`config.mk`:
```
export PLATFORM = sky130hd
export DESIGN_NAME = rxbuf_top
export DESIGN_NICKNAME = d
export VERILOG_FILES = /design/src/rtl/rxbuf_pkg.sv /design/src/rtl/rxbuf_sync.sv /design/src/rtl/rxbuf_ctrl.sv /design/src/rtl/rxbuf_store.sv /design/src/rtl/rxbuf_irq.sv /design/src/rtl/rxbuf_top.sv
export SDC_FILE = /design/constraint.sdc
export NUM_CORES = 1
export LEC_CHECK = 0
export BUFFER_PORTS_ARGS = -buffer_cell sky130_fd_sc_hd__buf_4
export CAP_MARGIN = 10
export CORE_MARGIN = 1
export CORE_UTILIZATION = 50
export DETAILED_ROUTE_END_ITERATION = 10
export PLACE_DENSITY = 0.83
export SETUP_SLACK_MARGIN = 0.5
export SYNTH_ARGS = -nofsm -noshare
export SYNTH_HDL_FRONTEND = slang
export SYNTH_SLANG_ARGS = --single-unit
export TNS_END_PERCENT = 1
```
`constraint.sdc`:
```
create_clock -name clk -period 2.8 [get_ports clk]
set_input_delay 0.7 -clock clk [delete_from_list [all_inputs] [get_ports clk]]
set_output_delay 0.7 -clock clk [all_outputs]
set_load 0.02 [all_outputs]
```
`src/rtl/rxbuf_pkg.sv`:
```
package rxbuf_pkg;
    typedef enum logic [1:0] {
        ST_OFF   = 2'd0,
        ST_RUN   = 2'd1,
        ST_SHIFT = 2'd2
    } rxbuf_state_e;
endpackage

```
`src/rtl/rxbuf_sync.sv`:
```
// Synchronises the host serial clock and select, detects serial-clock falls.
module rxbuf_sync #(
    parameter int SYNC_STAGES = 2
) (
    input  logic clk,
    input  logic rst_n,
    input  logic sclk_in,
    input  logic sel_n_in,
    output logic sclk_fall,
    output logic sel_active
);
    localparam int LAST = SYNC_STAGES - 1;

    logic [LAST:0] sclk_pipe;
    logic [LAST:0] sel_pipe;
    logic          sclk_last;

    generate
        if (SYNC_STAGES == 1) begin : g_single
            always_ff @(posedge clk or negedge rst_n) begin
                if (!rst_n) begin
                    sclk_pipe <= '0;
                    sel_pipe  <= '1;
                end else begin
                    sclk_pipe <= sclk_in;
                    sel_pipe  <= sel_n_in;
                end
            end
        end else begin : g_multi
            always_ff @(posedge clk or negedge rst_n) begin
                if (!rst_n) begin
                    sclk_pipe <= '0;
                    sel_pipe  <= '1;
                end else begin
                    sclk_pipe <= {sclk_pipe[LAST-1:0], sclk_in};
                    sel_pipe  <= {sel_pipe[LAST-1:0], sel_n_in};
                end
            end
        end
    endgenerate

    always_ff @(posedge clk or negedge rst_n) begin
        if (!rst_n) sclk_last <= 1'b0;
        else        sclk_last <= sclk_pipe[LAST];
    end

    assign sclk_fall  = sclk_last & ~sclk_pipe[LAST];
    assign sel_active = ~sel_pipe[LAST];
endmodule

```
`src/rtl/rxbuf_ctrl.sv`:
```
// Control state machine: OFF / RUN / SHIFT.
module rxbuf_ctrl
    import rxbuf_pkg::*;
(
    input  logic         clk,
    input  logic         rst_n,
    input  logic         en,
    input  logic         sel_active,
    output rxbuf_state_e state_q,
    output logic         accept,
    output logic         flush,
    output logic         readout
);
    rxbuf_state_e state_d;

    always_ff @(posedge clk or negedge rst_n) begin
        if (!rst_n) state_q <= ST_OFF;
        else        state_q <= state_d;
    end

    always_comb begin
        state_d = state_q;
        unique case (state_q)
            ST_OFF:   if (en) state_d = ST_RUN;
            ST_RUN:   if (!en) state_d = ST_OFF;
                      else if (sel_active) state_d = ST_SHIFT;
            ST_SHIFT: if (!en) state_d = ST_OFF;
                      else if (!sel_active) state_d = ST_RUN;
            default:  state_d = ST_OFF;
        endcase
    end

    always_comb begin
        accept  = 1'b0;
        flush   = 1'b0;
        readout = 1'b0;
        unique case (state_q)
            ST_OFF:   flush = 1'b1;
            ST_RUN:   begin accept = en; flush = !en; end
            ST_SHIFT: begin accept = en; flush = !en; readout = en; end
            default:  flush = 1'b1;
        endcase
    end
endmodule

```
`src/rtl/rxbuf_store.sv`:
```
// Bit store: index 0 is the oldest bit; reads shift toward index 0.
module rxbuf_store #(
    parameter int DEPTH = 16,
    parameter int CNT_W = 5
) (
    input  logic             clk,
    input  logic             rst_n,
    input  logic             flush,
    input  logic             push,
    input  logic             bit_in,
    input  logic             pop,
    input  logic             ovf_clr,
    output logic [CNT_W-1:0] cnt_q,
    output logic             head,
    output logic             ovf_q
);
    localparam int IDX_W = CNT_W - 1;
    localparam logic [CNT_W-1:0] DEPTH_C = CNT_W'(DEPTH);

    logic [DEPTH-1:0] bits_q, bits_d;
    logic [CNT_W-1:0] base, cnt_d;
    logic             pop_ok, push_ok;

    assign pop_ok  = pop && (cnt_q != '0);
    assign base    = cnt_q - CNT_W'(pop_ok);
    assign push_ok = push && (base < DEPTH_C);

    always_comb begin
        bits_d = pop_ok ? (bits_q >> 1) : bits_q;
        if (push_ok) bits_d[base[IDX_W-1:0]] = bit_in;
        cnt_d = base + CNT_W'(push_ok);
    end

    always_ff @(posedge clk or negedge rst_n) begin
        if (!rst_n) begin
            bits_q <= '0;
            cnt_q  <= '0;
        end else if (flush) begin
            bits_q <= '0;
            cnt_q  <= '0;
        end else begin
            bits_q <= bits_d;
            cnt_q  <= cnt_d;
        end
    end

    always_ff @(posedge clk or negedge rst_n) begin
        if (!rst_n)                ovf_q <= 1'b0;
        else if (push && !push_ok) ovf_q <= 1'b1;
        else if (ovf_clr)          ovf_q <= 1'b0;
    end

    assign head = bits_q[0] & (cnt_q != '0);
endmodule

```
`src/rtl/rxbuf_irq.sv`:
```
// Fill-level compare; a level field of zero selects the full depth.
module rxbuf_irq #(
    parameter int LVL_W = 4,
    parameter int CNT_W = 5
) (
    input  logic [LVL_W-1:0] level,
    input  logic [CNT_W-1:0] cnt,
    output logic             irq,
    output logic             irq_n
);
    localparam int DEPTH = 1 << LVL_W;
    logic [CNT_W-1:0] thr;

    assign thr   = (level == '0) ? CNT_W'(DEPTH) : CNT_W'(level);
    assign irq   = (cnt >= thr);
    assign irq_n = ~irq;
endmodule

```
`src/rtl/rxbuf_top.sv`:
```
module rxbuf_top
    import rxbuf_pkg::*;
#(
    parameter int LVL_W       = 4,
    parameter int SYNC_STAGES = 2
) (
    input  logic             clk,
    input  logic             rst_n,
    input  logic             cfg_buf_en,
    input  logic [LVL_W-1:0] cfg_level,
    input  logic             rx_bit,
    input  logic             rx_strobe,
    input  logic             host_sclk,
    input  logic             host_sel_n,
    input  logic             status_rd,
    output logic             host_dout,
    output logic             lvl_irq,
    output logic             lvl_irq_n,
    output logic             ovf_flag,
    output logic             raw_data,
    output logic             raw_clk
);
    localparam int DEPTH = 1 << LVL_W;
    localparam int CNT_W = LVL_W + 1;

    rxbuf_state_e     state_q;
    logic             accept, flush, readout;
    logic             sclk_fall, sel_active;
    logic [CNT_W-1:0] fill_cnt;
    logic             head;

    rxbuf_sync #(.SYNC_STAGES(SYNC_STAGES)) sync_i (
        .clk(clk), .rst_n(rst_n),
        .sclk_in(host_sclk), .sel_n_in(host_sel_n),
        .sclk_fall(sclk_fall), .sel_active(sel_active)
    );

    rxbuf_ctrl ctrl_i (
        .clk(clk), .rst_n(rst_n), .en(cfg_buf_en), .sel_active(sel_active),
        .state_q(state_q), .accept(accept), .flush(flush), .readout(readout)
    );

    rxbuf_store #(.DEPTH(DEPTH), .CNT_W(CNT_W)) store_i (
        .clk(clk), .rst_n(rst_n), .flush(flush),
        .push(accept & rx_strobe), .bit_in(rx_bit),
        .pop(readout & sclk_fall), .ovf_clr(status_rd),
        .cnt_q(fill_cnt), .head(head), .ovf_q(ovf_flag)
    );

    rxbuf_irq #(.LVL_W(LVL_W), .CNT_W(CNT_W)) irq_i (
        .level(cfg_level), .cnt(fill_cnt), .irq(lvl_irq), .irq_n(lvl_irq_n)
    );

    assign host_dout = readout & head;
    assign raw_data  = ~cfg_buf_en & rx_bit;
    assign raw_clk   = ~cfg_buf_en & rx_strobe;
endmodule

```
# ---- Yosys cells after proc, flatten, opt, wreduce, memory -nomap -nowiden
# Cells that the tools add are included.
# Widths: inputs -> output; s select.
dict set report word_totals {
  register_bits 29
  output_inout_bits 6
  input_bits 12
  word_cells 59
}
dict set report op_classes {
  addsub 2
  n_reduce_logical 12
  bitwise 10
  n_mux 19
  magnitude_cmp 4
  eq_ne 5
}
# cell count
set op_table {}
lappend op_table {{$mux 16} 3}
lappend op_table {{$bwmux 16} 1}
lappend op_table {{$mux 2} 5}
lappend op_table {{$mux 5} 2}
lappend op_table {{$and 1x1->1} 7}
lappend op_table {{$mux 1} 6}
lappend op_table {{$ne 3x3->1 const B} 2}
lappend op_table {{$pmux 2 s3} 1}
lappend op_table {{$add 5x1->5} 1}
lappend op_table {{$ge 5x5->1} 1}
lappend op_table {{$lt 4x5->1 const B} 1}
lappend op_table {{$lt 5x5->1 const B} 1}
lappend op_table {{$reduce_bool 5->1} 1}
lappend op_table {{$sub 5x1->5} 1}
lappend op_table {{$demux 1 s4} 1}
lappend op_table {{$ge 4x1->1 const B} 1}
lappend op_table {{$logic_and 1x1->1} 4}
lappend op_table {{$logic_not 4->1} 1}
lappend op_table {{$not 1->1} 3}
lappend op_table {{$reduce_and 3->1} 1}
lappend op_table {{$eq 2x1->1 const B} 1}
lappend op_table {{$eq 2x2->1 const B} 1}
lappend op_table {{$logic_not 1->1} 2}
lappend op_table {{$logic_not 2->1} 1}
lappend op_table {{other kinds (3)} 3}

# ---- Longest topological paths before layout
dict set report depth {
  depth_word 12
  depth_mapped 19
  mapped_depth_nobuf 17
}

# ---- Cells and area by module
# Synthesis repeated with hierarchy kept, for this count alone.
dict set report hier_totals {
  hier_cells 211
  area_unflattened_um2 1935.6
}
# module cells_per_inst seq_area_each_um2 area_each_um2 n_inst
set by_module_without_submodules {}
lappend by_module_without_submodules {rxbuf_store 160 550.5 1426.4 1}
lappend by_module_without_submodules {rxbuf_ctrl 21 50.0 202.7 1}
lappend by_module_without_submodules {rxbuf_sync 7 127.6 145.1 1}
lappend by_module_without_submodules {rxbuf_irq 18 0.0 130.1 1}
lappend by_module_without_submodules {rxbuf_top 5 0.0 31.3 1}

# ---- Least setup slack after synthesis
# Ideal clock, no wire load.
dict set report synth_timing {
  kind {input port to flip-flop}
  from {in cfg_buf_en}
  to {reg store_i.cnt_q[2]}
  path_stages 17
  t_required_ns 2.668
  arrival_ns 3.298
  setup_time_ns 0.132
  setup_slack_ns -0.630
  path_buffers 3
  path_cell_list {clkbuf_1 -> nand2_1 -> a21oi_1 -> nand3b_1 -> buf_6 -> buf_12 -> inv_1 -> ha_1 -> ha_1 -> nor3b_4 -> xor2_2 -> nor2_1 -> ha_1 -> ha_1 -> xor2_1 -> xnor2_1 -> nor2_1}
}
dict set report synth_via {
  elab_chain_len 8
  elab_cells_between_ends 12
}
# item line_no
set synth_rtl {}
lappend synth_rtl {{start: declaration} rxbuf_top.sv:9} ;# input logic cfg_buf_en,
lappend synth_rtl {{$mux 1} rxbuf_ctrl.sv:37} ;# unique case (state_q)
lappend synth_rtl {{$and 1x1->1} rxbuf_top.sv:46} ;# .pop(readout & sclk_fall), .ovf_clr(status_rd),
lappend synth_rtl {{$logic_and 1x1->1} rxbuf_store.sv:24} ;# assign pop_ok = pop && (cnt_q != '0);
lappend synth_rtl {{$sub 5x1->5} rxbuf_store.sv:25} ;# assign base = cnt_q - CNT_W'(pop_ok);
lappend synth_rtl {{$lt 5x5->1} rxbuf_store.sv:26} ;# assign push_ok = push && (base < DEPTH_C);
lappend synth_rtl {{$logic_and 1x1->1} rxbuf_store.sv:26}
lappend synth_rtl {{$add 5x1->5} rxbuf_store.sv:31} ;# cnt_d = base + CNT_W'(push_ok);
lappend synth_rtl {{$mux 5 (*)} rxbuf_store.sv:38} ;# end else if (flush) begin
lappend synth_rtl {{end signal: assignment} rxbuf_store.sv:43} ;# cnt_q <= cnt_d;
lappend synth_rtl {{end: declaration} rxbuf_store.sv:13} ;# output logic [CNT_W-1:0] cnt_q,
# Every way passes the cells marked *; elsewhere a longest branch is shown, timed or not.
# A chain may end at the register's enable or synchronous reset.

# ---- Worst setup path in the final report
dict set report layout_timing {
  from {reg store_i.cnt_q[4]}
  to {reg store_i.cnt_q[3]}
}
dict set report layout_via {
  elab_chain_len 7
}
# item line_no
set layout_rtl {}
lappend layout_rtl {{$reduce_bool 5->1} rxbuf_store.sv:24}
lappend layout_rtl {{$logic_and 1x1->1} rxbuf_store.sv:24}
lappend layout_rtl {{$sub 5x1->5 (*)} rxbuf_store.sv:25}
lappend layout_rtl {{$lt 5x5->1} rxbuf_store.sv:26}
lappend layout_rtl {{$logic_and 1x1->1} rxbuf_store.sv:26}
lappend layout_rtl {{$add 5x1->5 (*)} rxbuf_store.sv:31}
lappend layout_rtl {{$mux 5 (*)} rxbuf_store.sv:38}
# Marks and branches as above.

==> results.cfg <==
[status]
outcome = finished, violations left
violations = setup timing

[final_layout]
layout_common_cells = 39 x buf_4, 27 x nand2_1, 27 x dfrtp_1
final_cells = 271
diodes = 0
layout.nets = 249
layout-drive-gt1-share_pct = 34.2
area_growth_pct = 28.7
final_common_cell = buf_4
finalInstanceArea_mm2 = 0.00235

[sta]
fin_ws_ns = -0.0312
min_period_ns = 2.83
finalClockSkew_ns = 0.0145
period_share_pct = 101
max_slew_margin_pct = 60.1
grt_setup_unrepaired = true
tightest_slew_ns = 0.597
maxSlewViolCount = 0
finalHoldViolCount = 0
max_freq_mhz = 353
setup_viol = 2

[floorplan]
core_area_mm2 = 0.00342
initial_utilization_pct = 53.5
dieWidth_um = 62.4
die_y_um = 62.4
num_io_pins = 18
fp-row-count = 21
dieArea_mm2 = 0.00390

[place]
gp_congestion = 0.841
hpwlAfterDp_um = 3000
place_area_mm2 = 0.00214
placed_cells = 258
portBuffers = 17

[routing]
finalWirelength_um = 4420
drc = 0
wire_per_inst_um = 16.3
num_vias = 1550
final_antenna_net_count = 0
detail_route.vias_per_cell = 5.72
first_pass_iters = 4
initialDrtViolationCount = 40

[synthesis]
syn_inst = 184
synthesis.area_mm2 = 0.00183
yosys_warnings = 0
yosysSeqAreaShare_pct = 39.9
synth.avg_cell_area_um2 = 9.93
synth_seq_cells = 29
syn_nets = 209
synth.distinct_cells = 37

[critical_path]
crit_type = reg2reg
cp-start-kind = flop
cp_max_fo = 3
critPathArrivalTime_ns = 3.02
end_kind = flop
critPathRequiredTime_ns = 2.99

[clocking]
cts.sinks = 29
path_clk_slew_ns = 0.10
cts_buffers = 5
htree_levels = 2
clockRootBuffer = clkbuf_4
clk_latency_ns = 0.34
ctsHoldBuffers = 0
tritoncts = built
clockBufferDepth = 2

[power]
power.static_leakage_nw = 1.15
finalPower_mw = 1.13
power.density_mw_per_mm2 = 481
peakVddDrop_v = 0.000587

[min_path]
min_path_type = in2async

[grt]
grt_max_degree = 30
grt-ovfl-total = 0
track_usage_pct = 24.3
antenna_found_initial = 0
grt_pass1_vias = 1525
grt_pass1_wl_um = 7180

[flow_run]
drv_cap = 0
[cell type report]
type | count | area (µm²)
timing repair buffer | 39 | 293
sequential | 29 | 728
tap | 46 | 57.6
fill | 248 | 1060
multi-input combinational | 136 | 1140
clock inverter | 1 | 30.0
inverter | 13 | 51.3
clock buffer | 7 | 55.1
[worst paths after layout]
| path | from | to | slack (ns) | depth (start not counted) |
|---|---|---|---|---|
| setup / recovery | store_i.cnt_q[4] | store_i.cnt_q[3] | -0.03 | 16 |
| hold / removal | rst_n | store_i.bits_q[7] | 0.26 | 1 |
| setup reg to reg | store_i.cnt_q[4] | store_i.cnt_q[3] | -0.03 | 16 |
| hold reg to reg | sync_i.sel_pipe[0] | sync_i.sel_pipe[1] | 0.36 | 0 |
| max in group asynchronous | rst_n | sync_i.sel_pipe[1] | 2.23 | 1 |
| min in group clk | sync_i.sel_pipe[0] | sync_i.sel_pipe[1] | 0.36 | 0 |
[where the power goes]
| group | leakage [nW] | total (mW) | internal, mW | switching, mW |
|---|---|---|---|---|
| clock | 0.0455 | 0.364 | 0.213 | 0.151 |
| sequential | 0.389 | 0.458 | 0.441 | 0.0163 |
| combinational | 0.714 | 0.310 | 0.117 | 0.193 |
[state kept, by name, indices dropped and copies added (netlist names)]
name and flops:
sync_i.sel_pipe 2, sync_i.sclk_pipe 2, store_i.cnt_q 5, ctrl_i.state_q 2, store_i.bits_q 16, store_i.ovf_q 1
sync_i.sclk_last 1
[per-layer routing]
layer / vias to the layer above / share of wire [%] / routed length, µm / GRT usage [%]
met5: - / 0 / 0 / 0
met4: 0 / 3.2 / 141 / 11.9
met3: 19 / 6.1 / 270 / 7.85
met2: 60 / 47 / 2090 / 38.0
met1: 733 / 43 / 1920 / 30.2
li1: 738 / - / - / -
[logic make-up (layout without fill, tap and decap cells)]
| logic type | count (synthesis) | in the layout | synth area share (%) |
|---|---|---|---|
| compound gates | 34 | 34 | 13.9 |
| flops | 29 | 29 | 39.9 |
| mux | 16 | 16 | 8.77 |
| xor+xnor | 6 | 6 | 3.29 |
| buf+inv | 19 | 60 | 5.68 |
| fa+ha+maj | 13 | 13 | 8.90 |
| simple gates | 67 | 67 | 19.6 |
[stage by stage]
stage	setup slack (ns)	setup TNS, ns	utilization, %	hold WS [ns]
after floorplan	-0.322	-1.08	-	0.331
after global placement	-0.00849	-0.00849	62.6	0.342
after detailed placement	-0.133	-0.189	62.6	0.336
after CTS	0.0196	0	66.6	0.267
after global routing	-0.157	-1.15	68.8	0.271
final	-0.0312	-0.0387	68.8	0.261
[cells in the mapped netlist (all sizes together)]
cell type,number,area [µm²]
xor2,3,33.8
a21oi,5,25.0
inv,13,48.8
mux2i,16,160
nand2b,3,18.8
nand2,28,105
a221oi,15,131
or4,1,7.51
nand4b,1,8.76
nor4,2,25.0
nand3b,2,15.0
nor2,9,33.8
a41o,1,10.0
and4,1,8.76
nor2b,6,37.5
and2b,2,15.0
ha,13,163
dfstp,2,52.6
o32ai,1,8.76
or2,1,6.26
o2bb2ai,4,35.0
buf,4,47.5
o21ai,6,30.0
clkbuf,2,7.51
and2,2,13.8
and3,3,18.8
o22ai,1,6.26
nor3,5,25.0
dfrtp,27,676
nor3b,1,18.8
xnor2,3,26.3
a21o,1,7.51
[worst max-delay path, stage by stage (launching register included)]
cell and delay (ns):
dfrtp_1 0.40, nor4_2 0.28, buf_4 0.16, a21oi_2 0.05
nand3b_1 0.15, inv_4 0.05, ha_4 0.16, ha_4 0.15
nor3b_4 0.15, xor2_2 0.15, nor2_1 0.12, ha_2 0.21
nand3b_1 0.11, xor2_1 0.19, o32ai_2 0.11, xnor2_1 0.18
nor2_1 0.07
[repair_timing]
item / in CTS / in global routing
setup endpoints to repair: 24 / 24
resized for setup: 4 / 16
pin swaps: 13 / 4
setup buffers: 4 / 1
No activity file was read; power rests on OpenSTA's default activity.
